`src/rtl/eeRdPkg.sv`:
```
package eeRdPkg;

  localparam int ADDR_W = 16;
  localparam int BYTE_W = 8;

  // which byte is loaded into the transmit shifter
  typedef enum logic [1:0] {
    SEL_DEVW = 2'd0,
    SEL_ADRH = 2'd1,
    SEL_ADRL = 2'd2,
    SEL_DEVR = 2'd3
  } byteSel_e;

  // one bus step per phase; every phase changes at most one line
  typedef enum logic [4:0] {
    PH_IDLE,
    PH_S1,    // release data high, enable driver
    PH_S2,    // clock high
    PH_S3,    // data low while clock high: start
    PH_S4,    // clock low
    PH_TXD,   // place bit while clock low
    PH_TXH,   // clock high
    PH_TXL,   // clock low
    PH_ACKR,  // release driver
    PH_ACKH,  // clock high, sample acknowledge
    PH_ACKL,  // clock low
    PH_RXH,   // clock high, sample read bit
    PH_RXL,   // clock low
    PH_PA,    // drive data low while clock low
    PH_PB,    // clock high
    PH_PC,    // data high while clock high: stop
    PH_PD     // release driver, report
  } phase_e;

  // strobes from control to datapath
  typedef struct packed {
    logic     adv;        // a new step begins at this edge
    logic     wrScl;
    logic     sclLvl;
    logic     wrSda;
    logic     sdaLvl;
    logic     wrOe;
    logic     oeLvl;
    logic     txFirst;    // load shifter, drive its MSB
    logic     txNext;     // drive next bit
    byteSel_e byteSel;
    logic     latchAddr;
    logic     sampleRx;
    logic     publish;
  } dpCmd_t;

endpackage

```
`src/rtl/eeRdDatapath.sv`:
```
module eeRdDatapath
  import eeRdPkg::*;
#(
  parameter int STEP_DIV = 50,
  parameter int SYNC_STAGES = 2,
  parameter logic [6:0] DEV_ADDR = 7'h50
) (
  input  logic                clk,
  input  logic                rstN,
  input  dpCmd_t              cmd,
  input  logic                busy,
  input  logic [ADDR_W-1:0]   readAddr,
  input  logic                sdaIn,
  output logic                stepDone,
  output logic                sdaSync,
  output logic                sclOut,
  output logic                sdaOut,
  output logic                sdaOe,
  output logic [BYTE_W-1:0]   readData
);

  localparam int CNT_W = (STEP_DIV > 1) ? $clog2(STEP_DIV) : 1;
  localparam logic [CNT_W-1:0] CNT_LAST = CNT_W'(STEP_DIV - 1);

  logic [CNT_W-1:0]  stepCnt;
  logic [ADDR_W-1:0] addrHold;
  logic [BYTE_W-1:0] txShift;
  logic [BYTE_W-1:0] rxShift;
  logic [BYTE_W-1:0] selByte;

  // step timer
  always_ff @(posedge clk or negedge rstN) begin
    if (!rstN) begin
      stepCnt <= '0;
    end else if (cmd.adv) begin
      stepCnt <= '0;
    end else if (busy) begin
      stepCnt <= stepCnt + 1'b1;
    end
  end

  assign stepDone = busy && (stepCnt == CNT_LAST);

  // input synchronizer, depth picked by parameter
  generate
    if (SYNC_STAGES <= 1) begin : gSync1
      logic syncQ;
      always_ff @(posedge clk or negedge rstN) begin
        if (!rstN) syncQ <= 1'b1;
        else       syncQ <= sdaIn;
      end
      assign sdaSync = syncQ;
    end else begin : gSyncN
      logic [SYNC_STAGES-1:0] syncChain;
      always_ff @(posedge clk or negedge rstN) begin
        if (!rstN) syncChain <= '1;
        else       syncChain <= {syncChain[SYNC_STAGES-2:0], sdaIn};
      end
      assign sdaSync = syncChain[SYNC_STAGES-1];
    end
  endgenerate

  // byte selection
  always_comb begin
    case (cmd.byteSel)
      SEL_DEVW: selByte = {DEV_ADDR, 1'b0};
      SEL_ADRH: selByte = addrHold[ADDR_W-1:BYTE_W];
      SEL_ADRL: selByte = addrHold[BYTE_W-1:0];
      default:  selByte = {DEV_ADDR, 1'b1};
    endcase
  end

  always_ff @(posedge clk or negedge rstN) begin
    if (!rstN) begin
      addrHold <= '0;
    end else if (cmd.latchAddr) begin
      addrHold <= readAddr;
    end
  end

  // transmit shifter
  always_ff @(posedge clk or negedge rstN) begin
    if (!rstN) begin
      txShift <= '0;
    end else if (cmd.txFirst) begin
      txShift <= {selByte[BYTE_W-2:0], 1'b0};
    end else if (cmd.txNext) begin
      txShift <= {txShift[BYTE_W-2:0], 1'b0};
    end
  end

  // receive shifter and result register
  always_ff @(posedge clk or negedge rstN) begin
    if (!rstN) begin
      rxShift  <= '0;
      readData <= '0;
    end else begin
      if (cmd.sampleRx) rxShift <= {rxShift[BYTE_W-2:0], sdaSync};
      if (cmd.publish)  readData <= rxShift;
    end
  end

  // bus line registers
  always_ff @(posedge clk or negedge rstN) begin
    if (!rstN) begin
      sclOut <= 1'b1;
      sdaOut <= 1'b1;
      sdaOe  <= 1'b0;
    end else begin
      if (cmd.wrScl) sclOut <= cmd.sclLvl;
      if (cmd.txFirst)      sdaOut <= selByte[BYTE_W-1];
      else if (cmd.txNext)  sdaOut <= txShift[BYTE_W-1];
      else if (cmd.wrSda)   sdaOut <= cmd.sdaLvl;
      if (cmd.wrOe) sdaOe <= cmd.oeLvl;
    end
  end

endmodule

```
`src/rtl/eeRdControl.sv`:
```
module eeRdControl
  import eeRdPkg::*;
(
  input  logic   clk,
  input  logic   rstN,
  input  logic   startReq,
  input  logic   stepDone,
  input  logic   sdaSync,
  output dpCmd_t cmd,
  output logic   busy,
  output logic   doneOk,
  output logic   nackErr
);

  localparam logic [2:0] BIT_TOP  = 3'd7;
  localparam logic [1:0] IDX_LO   = 2'd2;
  localparam logic [1:0] IDX_DEVR = 2'd3;

  phase_e     ph, nextPh;
  logic [2:0] bitCnt, bitCntNx;
  logic [1:0] byteIdx, byteIdxNx;
  logic       nackSeen, nackNx;
  logic       doneNx, errNx;
  logic       adv, txFirst, txNext, sampleRx, latchAddr, publish;

  assign busy = (ph != PH_IDLE);

  // sequencing
  always_comb begin
    nextPh    = ph;
    bitCntNx  = bitCnt;
    byteIdxNx = byteIdx;
    nackNx    = nackSeen;
    adv       = 1'b0;
    txFirst   = 1'b0;
    txNext    = 1'b0;
    sampleRx  = 1'b0;
    latchAddr = 1'b0;
    publish   = 1'b0;
    doneNx    = 1'b0;
    errNx     = 1'b0;
    if (ph == PH_IDLE) begin
      if (startReq) begin
        adv       = 1'b1;
        nextPh    = PH_S1;
        byteIdxNx = '0;
        nackNx    = 1'b0;
        latchAddr = 1'b1;
      end
    end else if (stepDone) begin
      adv = 1'b1;
      case (ph)
        PH_S1: nextPh = PH_S2;
        PH_S2: nextPh = PH_S3;
        PH_S3: nextPh = PH_S4;
        PH_S4: begin
          nextPh   = PH_TXD;
          bitCntNx = BIT_TOP;
          txFirst  = 1'b1;
        end
        PH_TXD: nextPh = PH_TXH;
        PH_TXH: nextPh = PH_TXL;
        PH_TXL: begin
          if (bitCnt == '0) begin
            nextPh = PH_ACKR;
          end else begin
            nextPh   = PH_TXD;
            bitCntNx = bitCnt - 1'b1;
            txNext   = 1'b1;
          end
        end
        PH_ACKR: nextPh = PH_ACKH;
        PH_ACKH: begin
          nextPh = PH_ACKL;
          nackNx = sdaSync;
        end
        PH_ACKL: begin
          if (nackSeen) begin
            nextPh = PH_PA;
          end else if (byteIdx == IDX_LO) begin
            nextPh    = PH_S1;
            byteIdxNx = IDX_DEVR;
          end else if (byteIdx == IDX_DEVR) begin
            nextPh   = PH_RXH;
            bitCntNx = BIT_TOP;
          end else begin
            nextPh    = PH_TXD;
            byteIdxNx = byteIdx + 1'b1;
            bitCntNx  = BIT_TOP;
            txFirst   = 1'b1;
          end
        end
        PH_RXH: begin
          nextPh   = PH_RXL;
          sampleRx = 1'b1;
        end
        PH_RXL: begin
          if (bitCnt == '0) begin
            nextPh = PH_PA;
          end else begin
            nextPh   = PH_RXH;
            bitCntNx = bitCnt - 1'b1;
          end
        end
        PH_PA: nextPh = PH_PB;
        PH_PB: nextPh = PH_PC;
        PH_PC: nextPh = PH_PD;
        PH_PD: begin
          nextPh  = PH_IDLE;
          doneNx  = !nackSeen;
          errNx   = nackSeen;
          publish = !nackSeen;
        end
        default: nextPh = PH_IDLE;
      endcase
    end
  end

  // line strobes for the step being entered
  always_comb begin
    cmd           = '0;
    cmd.adv       = adv;
    cmd.txFirst   = txFirst;
    cmd.txNext    = txNext;
    cmd.byteSel   = byteSel_e'(byteIdxNx);
    cmd.latchAddr = latchAddr;
    cmd.sampleRx  = sampleRx;
    cmd.publish   = publish;
    if (adv) begin
      case (nextPh)
        PH_S1:   begin cmd.wrSda = 1'b1; cmd.sdaLvl = 1'b1; cmd.wrOe = 1'b1; cmd.oeLvl = 1'b1; end
        PH_S2, PH_TXH, PH_ACKH, PH_RXH, PH_PB:
                 begin cmd.wrScl = 1'b1; cmd.sclLvl = 1'b1; end
        PH_S4, PH_TXL, PH_ACKL, PH_RXL:
                 begin cmd.wrScl = 1'b1; cmd.sclLvl = 1'b0; end
        PH_S3:   begin cmd.wrSda = 1'b1; cmd.sdaLvl = 1'b0; end
        PH_TXD:  begin cmd.wrOe = 1'b1; cmd.oeLvl = 1'b1; end
        PH_ACKR: begin cmd.wrOe = 1'b1; cmd.oeLvl = 1'b0; cmd.wrSda = 1'b1; cmd.sdaLvl = 1'b1; end
        PH_PA:   begin cmd.wrSda = 1'b1; cmd.sdaLvl = 1'b0; cmd.wrOe = 1'b1; cmd.oeLvl = 1'b1; end
        PH_PC:   begin cmd.wrSda = 1'b1; cmd.sdaLvl = 1'b1; end
        PH_PD:   begin cmd.wrOe = 1'b1; cmd.oeLvl = 1'b0; end
        default: ;
      endcase
    end
  end

  always_ff @(posedge clk or negedge rstN) begin
    if (!rstN) begin
      ph       <= PH_IDLE;
      bitCnt   <= '0;
      byteIdx  <= '0;
      nackSeen <= 1'b0;
      doneOk   <= 1'b0;
      nackErr  <= 1'b0;
    end else begin
      ph       <= nextPh;
      bitCnt   <= bitCntNx;
      byteIdx  <= byteIdxNx;
      nackSeen <= nackNx;
      doneOk   <= doneNx;
      nackErr  <= errNx;
    end
  end

endmodule

```
`src/rtl/eepromRandRead.sv`:
```
module eepromRandRead
  import eeRdPkg::*;
#(
  parameter int STEP_DIV = 50,
  parameter int SYNC_STAGES = 2,
  parameter logic [6:0] DEV_ADDR = 7'h50
) (
  input  logic        clk,
  input  logic        rstN,
  input  logic        startReq,
  input  logic [15:0] readAddr,
  output logic        busy,
  output logic        doneOk,
  output logic        nackErr,
  output logic [7:0]  readData,
  output logic        sclOut,
  output logic        sdaOut,
  output logic        sdaOe,
  input  logic        sdaIn
);

  dpCmd_t cmd;
  logic   stepDone;
  logic   sdaSync;

  eeRdControl uCtl (
    .clk      (clk),
    .rstN     (rstN),
    .startReq (startReq),
    .stepDone (stepDone),
    .sdaSync  (sdaSync),
    .cmd      (cmd),
    .busy     (busy),
    .doneOk   (doneOk),
    .nackErr  (nackErr)
  );

  eeRdDatapath #(
    .STEP_DIV    (STEP_DIV),
    .SYNC_STAGES (SYNC_STAGES),
    .DEV_ADDR    (DEV_ADDR)
  ) uDp (
    .clk      (clk),
    .rstN     (rstN),
    .cmd      (cmd),
    .busy     (busy),
    .readAddr (readAddr),
    .sdaIn    (sdaIn),
    .stepDone (stepDone),
    .sdaSync  (sdaSync),
    .sclOut   (sclOut),
    .sdaOut   (sdaOut),
    .sdaOe    (sdaOe),
    .readData (readData)
  );

endmodule

```
`config.mk`:
```
export PLATFORM = sky130hd
export DESIGN_NAME = eepromRandRead
export DESIGN_NICKNAME = d
export VERILOG_FILES = /design/src/rtl/eeRdPkg.sv /design/src/rtl/eeRdDatapath.sv /design/src/rtl/eeRdControl.sv /design/src/rtl/eepromRandRead.sv
export SDC_FILE = /design/constraint.sdc
export NUM_CORES = 1
export LEC_CHECK = 0
export BUFFER_PORTS_ARGS = -buffer_cell sky130_fd_sc_hd__buf_2
export CAP_MARGIN = 10
export CELL_PAD_IN_SITES_DETAIL_PLACEMENT = 1
export CELL_PAD_IN_SITES_GLOBAL_PLACEMENT = 2
export CORE_ASPECT_RATIO = 1.1
export CORE_MARGIN = 2
export CORE_UTILIZATION = 42
export DETAILED_ROUTE_END_ITERATION = 7
export PLACE_DENSITY_LB_ADDON = 0.3
export SLEW_MARGIN = 40
export SYNTH_ARGS = -nofsm -noshare
export SYNTH_HDL_FRONTEND = slang
export SYNTH_HIERARCHICAL = 1
export SYNTH_SLANG_ARGS = --single-unit
export TNS_END_PERCENT = 50
```
`constraint.sdc`:
```
create_clock -name clk -period 7.09 [get_ports clk]
set_input_delay 0.3545 -clock clk [delete_from_list [all_inputs] [get_ports clk]]
set_output_delay 0.3545 -clock clk [all_outputs]
set_load 0.02 [all_outputs]
```
# Yosys cells after proc, flatten, opt, wreduce, memory -nomap -nowiden
# Index checks and enable logic that the tools add are counted.
[totals]
input_bits = 20
regBits = 64
[classes]
reduce_logical = 21
eq_ne = 41
bitwise_logic = 1
n_mux = 59
add_sub_neg = 3
[ops]
columns = ["cell", "count"]
rows = [
  ["5-bit by 4-bit == test with 1-bit output, second input constant", 16],
  ["5-bit case mux with 15 select lines", 1],
  ["5-bit by 3-bit == test with 1-bit output, second input constant", 8],
  ["1-bit two-way mux", 29],
  ["5-bit two-way mux", 5],
  ["8-bit case mux with 3 select lines", 1],
  ["5-bit by 2-bit == test with 1-bit output, second input constant", 4],
  ["6-bit two-way mux", 3],
  ["8-bit two-way mux", 2],
  ["2-bit two-way mux", 7],
  ["3-bit two-way mux", 4],
  ["2-bit case mux with 2 select lines", 3],
  ["5-bit by 1-bit == test with 1-bit output, second input constant", 2],
  ["5-bit == test, second input constant", 2],
  ["3-bit case mux with 3 select lines", 1],
  ["4-bit two-way mux", 2],
  ["2-bit != test, second input constant", 4],
  ["2-bit nonzero test", 4],
  ["6-bit by 1-bit adder with 6-bit output, second input constant", 1],
  ["2-bit == test, second input constant", 3],
  ["6-bit == test, second input constant", 1],
  ["6-bit AND reduction", 1],
  ["3-bit nonzero test", 2],
  ["2-bit OR reduction", 3],
  ["other kinds (15)", 16],
]

# Depth between registers and ports, before layout
# Gate-level depths: netlist of the first run.
[logic_depth]
depth_word = 14
mapped_depth = 18

# By module
# Netlist of the first run, hierarchy kept.
[by_module_without_submodules]
columns = ["mod", "instances", "cells_per_inst", "area_each_um2"]
rows = [
  ["eeRdDatapath", 1, 149, 2070.7],
  ["eeRdControl", 1, 147, 1227.4],
]

# Worst setup path after synthesis of the first run
# No wires, ideal clock.
[synth_path]
path_kind = "flip-flop to flip-flop"
from = "register uCtl.ph[4]"
to = "register uDp.sdaOe"
stages_incl_launch_ff = 16
arrival_time_ns = 3.138
setup_slack_ns = 3.828
setup_time_ns = 0.125
cell_sequence = "dfrtp_1 > clkbuf_4 > inv_1 > nand2_1 > buf_4 > nand4_1 > nor3_1 > buf_4 > inv_2 > or3_1 > buf_6 > a31o_1 > a21boi_4 > or3b_1 > a31oi_1 > mux2_2"
[synth_lines]
columns = ["element", "line", "source"]
rows = [
  ["from (decl)", "eeRdControl.sv:19", "phase_e ph, nextPh;"],
  ["from (signal assigned)", "eeRdControl.sv:156", "ph <= nextPh;"],
  ["to (signal assigned)", "eeRdDatapath.sv:114", "if (cmd.wrOe) sdaOe <= cmd.oeLvl;"],
  ["to (decl)", "eeRdDatapath.sv:18", "output logic sdaOe,"],
]

==> summary.md, run 1 <==
| Metric | Value |
|---|---|
| Worst Max-Slew Pin Slew | `roughly 670 ps` |
| Share of the synthesized area in the top cell type | `between 40% and 50%` |
| CORE AREA | `between 0.007 and 0.008 sq mm` |
| Kind of cell adding the most delay to the critical path | `simple AND/OR/NAND/NOR gates` |
| Unrepaired setup endpoints after global routing | `no` |
| CTS tree | `yes` |
| Tot Pwr | `0.7130 mW` |
| Synth Area in XOR/XNOR | `around 1.6%` |
| Post-CTS Setup Bufs | `0` |
| Pleak | `1.679 nW` |
| Mapped Cells | `slightly below 300` |
| Max-slew headroom | `between 50% and 60%` |
| Setup crit end kind | `register` |
| Crit-path slowest cell | `dfrtp_1` |
| Resized cells post-CTS | `0` |
| TNS Setup | `0 ps` |
| Rows | `33` |
| Post-Synth Adder-Cell Area | `1.517%` |
| H-tree Lvls | `3` |
| Worst-path clk slew | `about 80 ps` |
| Hpwl dp | `approximately 5200 um` |
| Clk_lat worst skew | `~340 ps` |
| Critical Path AT | `roughly 4200 ps` |
| Die Y | `about 97 um` |
| Wirelength per Cell | `about 17 um` |
| Most used DFF post-synth | `dfrtp_1` |
| Number of port buffers | `33` |
| Tcrit/Tclk final | `between 50 and 60%` |
| VDD IR-drop max | `between 0.0001 and 0.00015 V` |
| CTS buffer count | `9` |
| Main combinational cell family by area after synthesis | `simple AND/OR/NAND/NOR gates` |
| Die area | `0.008578 sq mm` |
| Total clock sinks | `63` |
| Fmax | `0.2530 GHz` |
| Layout Nets | `about 340` |
| Netlist cell types | `58` |
| Synthesized cell area | `roughly 0.0033 sq mm` |
| Syn_nets | `320` |
| Fin cells | `430` |
| Post-synth EDFFs | `0` |
| I/O pin count | `34` |
| Number of max-cap violations | `0` |
| Chip Width | `about 88 um` |
| # diodes | `0` |
| Clock skew | `10.84 ps` |
| Gr usage total | `approximately 20%` |
| First-pass GRT wire length | `between 10000 and 15000 um` |
| Share of layout cells above drive strength 1 | `about 32%` |
| Post-synthesis mux area share | `12.86%` |
| Initial antenna violation count | `0` |
| Worst R2R Start | `uCtl/ph[2]` |
| Final min period | `3952 ps` |
| Synth Register Bits | `between 60 and 70` |
| Placer congestion estimate | `0.8735` |
| Yosys warning count | `6` |
| Critical Path Start | `uCtl/ph[2]` |
| Startpoint class of the critical path | `register` |
| Starting density of the core | `roughly 44%` |
| GR Overflow Total | `0` |
| DRT Pass-1 Iters | `4` |
| Synth Area in Simple Gates | `between 10% and 20%` |
| Placed cell count | `roughly 410` |
| Async S/R FF share, synth | `100.0%` |
| Initial DRC count | `125` |
| Final hold vios | `0` |
| WS Path Type | `reg -> reg` |
| Final Util | `just under 50%` |
| # hold bufs at CTS | `0` |
| Synth area leader | `dfrtp_1` |
| Bufs on Longest Clock Path | `2` |
| Final Max Slew Viols | `0` |
| Final Setup Violations | `0` |
| DR vias | `~2400` |
| Worst Path Buf+Inv | `1` |
| DR DRC count | `0` |
| Crit path cell chain | `nor4_2 > nand2_1 > nand4_1 > nor3_2 > inv_2 > or3_1 > a31o_1 > a21boi_4 > or3b_1 > a31oi_1 > mux2_2` |
| CP Max Fanout | `19` |
| Pwr dens | `between 150 and 200 mW/mm^2` |
| Worst Path Required | `roughly 7300 ps` |
| Routed Antenna Nets | `0` |
| Pin count of the biggest net entering global routing | `64` |
| Slowest stage delay, CP | `~700 ps` |
| Syn Area/Cell | `about 11 sq um` |
| Seq/Total Area, Yosys | `between 40 and 50%` |
| Synth Area in Compound Gates | `around 15%` |
| Outcome | `complete, no violations` |
| Worst Hold Class | `in -> async` |
| Synth top area cells | `dfrtp_1 45%, mux2_2 12%, dfstp_2 3.2%` |
| Vias in the first global route | `2596` |
| Clock root cell | `clkbuf_8` |
| Detailed Route WL | `around 7500 um` |
| Fill count | `between 800 and 900` |
| Syn-to-layout area delta | `11.27%` |
| Routed vias/inst | `about 5.7` |
==> cell usage after synthesis, drive strengths merged, types with 2 or more instances <==
library cell and instances:
or3 4, a31oi 2, o221ai 3, a211oi 10, inv 12, xnor2 2
a21oi 12, and3b 3, nand2 10, xor2 4, nor3 5, dfrtp 59
nor2 15, nand2b 4, and4 3, nor4 2, nor2b 9, dfstp 4
a21o 2, o21ai 14, a21boi 3, nand3b 2, a22oi 7, nand4 6
mux2i 3, mux2 35, buf 21, nor3b 2, ha 4, o31ai 3
o211ai 3, nand3 10, and2b 2
==> path summary, 6_finish.rpt <==
path,end,slack (ps),cells past startpoint
setup / recovery,uDp/sdaOe,3140,11
max in group asynchronous,uDp/txShift[3],6610,2
hold / removal,uDp/addrHold[15],70,2
hold reg to reg,uDp/gSyncN.syncChain[1],360,0
min in group clk,uDp/gSyncN.syncChain[0],110,1
setup reg to reg,uDp/sdaOe,3140,11
==> power by group <==
part | total (mW) | internal [mW] | switching (mW) | leakage [nW]
combinational | 0.0121 | 0.00421 | 0.00791 | 0.767
sequential | 0.361 | 0.360 | 0.000224 | 0.802
clock | 0.340 | 0.197 | 0.143 | 0.110
total | 0.713 | 0.562 | 0.151 | 1.68
==> registers in the layout (all words and copies together), names as in the netlist <==
name,count
uDp/addrHold,16
uDp/stepCnt,6
uDp/gSyncN.syncChain,2
uCtl/doneOk,1
uCtl/nackErr,1
uDp/readData,8
uDp/rxShift,8
uCtl/byteIdx,2
uDp/sdaOut,1
uDp/txShift,7
uDp/sdaOe,1
uDp/sclOut,1
uCtl/bitCnt,3
uCtl/nackSeen,1
uCtl/ph,5
==> routing by layer <==
layer	routed length, um	vias up	track usage, %
li1	-	1125	-
met3	272	20	3.498
met1	3186	1239	25.10
met2	3773	53	31.69
met4	257	0	11.31
met5	0	-	0
==> per-stage QoR <==
stage	area, sq um	hold slack (ps)	setup WS, ps
after CTS	3664	92.50	3175
after detailed placement	3452	348.7	3223
final	3670	72.99	3138
after floorplan	3298	58.91	3828
after global routing	3670	90.99	2848
after global placement	3445	350.3	3111
==> area by class of cell <==
class,count,area (sq um),area share (%)
sequential,63,1582,43.10
multi-input combinational,198,1513,41.22
timing repair buffer,35,183.9,5.012
tap,105,131.4,3.580
clock buffer,10,127.6,3.478
clock inverter,6,83.83,2.284
inverter,13,48.80,1.330
==> cells in the final DEF, fill, tap and decap left out, types with 6 or more instances in the layout <==
cell	count
nand4_1	6
clkbuf_8	9
a211oi_1	10
dfrtp_1	59
a21oi_1	12
nor2_1	13
mux2_2	35
buf_2	33
a22oi_1	7
nor2b_1	9
inv_1	10
nand3_1	9
nand2_1	10
o21ai_0	10
==> cell families (layout without fill, tap and decap cells) <==
group | Yosys count | count (layout)
DFF | 63 | 63
AOI/OAI and AO/OA | 69 | 69
adders and majority gates | 4 | 4
and+or+nand+nor | 81 | 81
buffers and inverters | 35 | 64
xor gates and xnor gates | 6 | 6
muxes | 38 | 38
Power figures use the tool's default switching activity.
==> inputs of run 2 (changes only) <==
--- a/config.mk
+++ b/config.mk
@@ -5,13 +5,14 @@
 export SDC_FILE = /design/constraint.sdc
 export NUM_CORES = 1
 export LEC_CHECK = 0
+export ABC_AREA = 1
 export BUFFER_PORTS_ARGS = -buffer_cell sky130_fd_sc_hd__buf_2
 export CAP_MARGIN = 10
 export CELL_PAD_IN_SITES_DETAIL_PLACEMENT = 1
 export CELL_PAD_IN_SITES_GLOBAL_PLACEMENT = 2
 export CORE_ASPECT_RATIO = 1.1
 export CORE_MARGIN = 2
-export CORE_UTILIZATION = 42
+export CORE_UTILIZATION = 31
 export DETAILED_ROUTE_END_ITERATION = 7
 export PLACE_DENSITY_LB_ADDON = 0.3
 export SLEW_MARGIN = 40
==> constraint.sdc (replaced) <==
create_clock -name clk -period 3.56 [get_ports clk]
set_input_delay 0.178 -clock clk [delete_from_list [all_inputs] [get_ports clk]]
set_output_delay 0.178 -clock clk [all_outputs]
set_load 0.02 [all_outputs]
==> run 2 against run 1 <==
Maximum frequency grew 33%. Clock skew shrank 4.5 ps. Critical path depth grew 1. Non-clock buffer count grew 5.
==> summary.md, run 2 <==
| Metric | Value |
|---|---|
| Final hold vios | `0` |
| DR WL met2 | `about 4000 um` |
| Clock Power Share | `a little under three fifths` |
| Largest Register | `uDp/addrHold` |
| Resized cells post-CTS | `0` |
| Worst Path Buf+Inv | `1` |
| Yosys warning count | `6` |
| Share of layout cells above drive strength 1 | `20.85%` |
| CP dominant cell by count | `nand2_1` |
| Slowest stage delay, CP | `around 670 ps` |
| Pin count of the biggest net entering global routing | `36` |
| Startpoint class of the critical path | `register` |
| Worst-path clk slew | `about 60 ps` |
| Met3 wire len | `between 200 and 250 um` |
| Clock skew | `roughly 6.3 ps` |
| Layout Nets | `489` |
| CTS tree | `yes` |
| Pleak | `between 2 and 2.5 nW` |
| DR vias | `around 2900` |
| Leading cell type in the layout, fill and taps excluded | `nand2_1` |
| Unrepaired setup endpoints after global routing | `no` |
| Largest regs | `uDp/addrHold: 16 flops, uDp/readData: 8 flops, uDp/rxShift: 8 flops` |
| Detailed Route WL | `8171 um` |
| Worst Hold Class | `in -> reg` |
| Max reg flops | `16` |
| Worst Max-Slew Pin Slew | `slightly above 700 ps` |
| Initial DRC count | `81` |
| Mapped Cells | `430` |
| DRT Pass-1 Iters | `4` |
| TNS Setup | `0 ps` |
| Tcrit/Tclk final | `83.16%` |
| Vias in the first global route | `a little over 3000` |
| Critical Path AT | `~3200 ps` |
| Combinational Power Share | `under 10%` |
| Final Max Slew Viols | `0` |
| Synth area leader | `dfrtp_1` |
| Crit path cell chain | `nor2_1 > inv_1 > nor2_4 > nand2_2 > nand2_1 > nor4_2 > nand2_1 > o32ai_1 > nand2_2 > o22ai_1 > nand2_1 > nand2_1` |
| Number of max-cap violations | `0` |
| H-tree Lvls | `3` |
| Most used DFF post-synth | `dfrtp_1` |
| DR DRC count | `0` |
| # diodes | `0` |
| Chip Width | `about 100 um` |
| Synth cell count leaders | `92 x nand2_1, 65 x inv_1, 59 x dfrtp_1` |
| Outcome | `complete, no violations` |
| I/O pin count | `34` |
| Final Setup Violations | `0` |
| Pre-CTS setup slack | `612.4 ps` |
| Total clock sinks | `63` |
| VDD IR-drop max | `0.0002368 V` |
| Number of port buffers | `33` |
| Syn Area/Cell | `~8 sq um` |
| Share of the synthesized area in the top cell type | `a little over two fifths` |
| Die area | `approximately 0.012 sq mm` |
| Syn_nets | `between 400 and 500` |
| Seq/Total Area, Yosys | `46.75%` |
| Switching Share | `between 20% and 30%` |
| Routed Antenna Nets | `0` |
| Pwr dens | `~430 mW/mm^2` |
| First-pass GRT wire length | `~15000 um` |
| CP Max Fanout | `11` |
| Post-synth EDFFs | `0` |
| Commonest non-fill, non-tap cells in the layout | `92 x nand2_1, 65 x inv_1, 59 x dfrtp_1, 38 x nor2_1, 36 x o21ai_0` |
| Hpwl dp | `between 6000 and 7000 um` |
| Synth top area cells | `dfrtp_1 44%, nand2_1 10%, inv_1 7.2%` |
| Synthesized cell area | `0.003383 sq mm` |
| Kind of cell adding the most delay to the critical path | `simple AND/OR/NAND/NOR gates` |
| Synth Register Bits | `between 60 and 70` |
| Wire length on met1 | `between 3000 and 4000 um` |
| Routed vias/inst | `roughly 4.6` |
| Die Y | `around 110 um` |
| Final min period | `2961 ps` |
| Initial antenna violation count | `0` |
| Clk_lat worst skew | `about 330 ps` |
| GR Overflow Total | `0` |
| Netlist cell types | `37` |
| Async S/R FF share, synth | `between 90% and 100%` |
| Top-count cell post-synth | `nand2_1` |
| Sw Pwr | `between 0.3 and 0.4 mW` |
| Fill count | `between 1000 and 1500` |
| Starting density of the core | `about a third` |
| Syn-to-layout area delta | `18.23%` |
| WS Path Type | `reg -> reg` |
| Max-slew headroom | `about 52%` |
| Worst Path Required | `3830 ps` |
| Bufs on Longest Clock Path | `2` |
| Crit-path slowest cell | `o32ai_1` |
| Setup ws final | `about 600 ps` |
| Gr usage total | `15.41%` |
| Clock root cell | `clkbuf_16` |
| CORE AREA | `between 0.01 and 0.015 sq mm` |
| Placer congestion estimate | `roughly 0.83` |
| Wirelength per Cell | `13.24 um` |
| Setup crit end kind | `register` |
| CTS buffer count | `9` |
| Rows | `40` |
| Top Layer Used | `met4` |
| Internal power | `1.343 mW` |
| Fmax | `around 0.34 GHz` |
| Part of the power in registers | `a little over two fifths` |
## run 2: changes by cell type after synthesis, sizes merged, moves of 23 or more
cell / delta
inv: +61
mux2: -31
nand2: +90
nand3: +23
nor2: +33
o21ai: +26
## run 2: metrics by stage
step	cell area, sq um	instances	hold WS [ps]	utilization (%)	power, mW
global placement	3659	599	263.3	34.00	0.7583
detailed placement	3659	599	272.4	34.00	0.7587
global route	4000	617	51.61	37.17	1.771
finish	4000	617	56.58	37.17	1.701
floorplan	3383	430	-117.6	-	0.7317
CTS	4000	617	44.95	37.17	1.735
## run 2: layer usage
layer,up-vias,GRT usage [%]
met5,-,0
met4,0,6.757
met3,14,2.686
met2,37,26.89
met1,1387,18.84
li1,1428,-
## run 2: worst reg2reg max path, stage by stage (launching register included)
cell,delay [ps]
dfrtp_1,490
nor2_1,110
inv_1,110
nor2_4,50
nand2_2,190
nand2_1,100
nor4_2,370
nand2_1,180
o32ai_1,670
nand2_2,230
o22ai_1,220
nand2_1,80
nand2_1,90
## run 2: power by group through the flow
stage / clock network, mW / logic (mW) / registers [mW]
final: 0.956 / 0.0264 / 0.719
after global placement: 0 / 0.0263 / 0.732
after detailed placement: 0 / 0.0267 / 0.732
after global routing: 1.02 / 0.0312 / 0.719
after CTS: 0.987 / 0.0284 / 0.719
after floorplan: 0 / 0.0000433 / 0.732
## run 2: final cells by class
class                           instances  area (sq um)  area share, %
Clock buffer                            9         225.2          5.630
Clock inverter                          7         96.34          2.409
Tap cell                              147         183.9          4.598
Multi-Input combinational cell        276          1406          35.16
Sequential cell                        63          1582          39.54
Inverter                               75         284.0          7.100
Timing Repair Buffer                   40         222.7          5.568
## run 2: cell families after synthesis
family,Yosys count,share of synthesized area [%]
xor+xnor,1,0.2589
compound gates,72,11.91
buf+inv,91,11.87
flops,63,46.75
simple gates,195,26.41
fa+ha+maj,4,1.479
mux,4,1.331
## run 2: timing repair
item / CTS / global route
endpoints found under the setup margin: 0 / 0
endpoints found under the hold margin: 29 / 0
setup buffers: 0 / 0
hold buffers: 2 / 0
## run 2: path summary, 6_finish.rpt
path                                    startpoint                       to  slack, ps  cells after the start
hold reg to reg            uDp/gSyncN.syncChain[0]  uDp/gSyncN.syncChain[1]        370                      0
setup / recovery                        uCtl/ph[2]           uDp/txShift[5]        600                     12
hold / removal                         readAddr[7]          uDp/addrHold[7]         60                      3
max in group asynchronous                     rstN  uDp/gSyncN.syncChain[1]       2170                      3
min in group asynchronous                     rstN           uDp/stepCnt[0]        440                      2
setup reg to reg                        uCtl/ph[2]           uDp/txShift[5]        600                     12
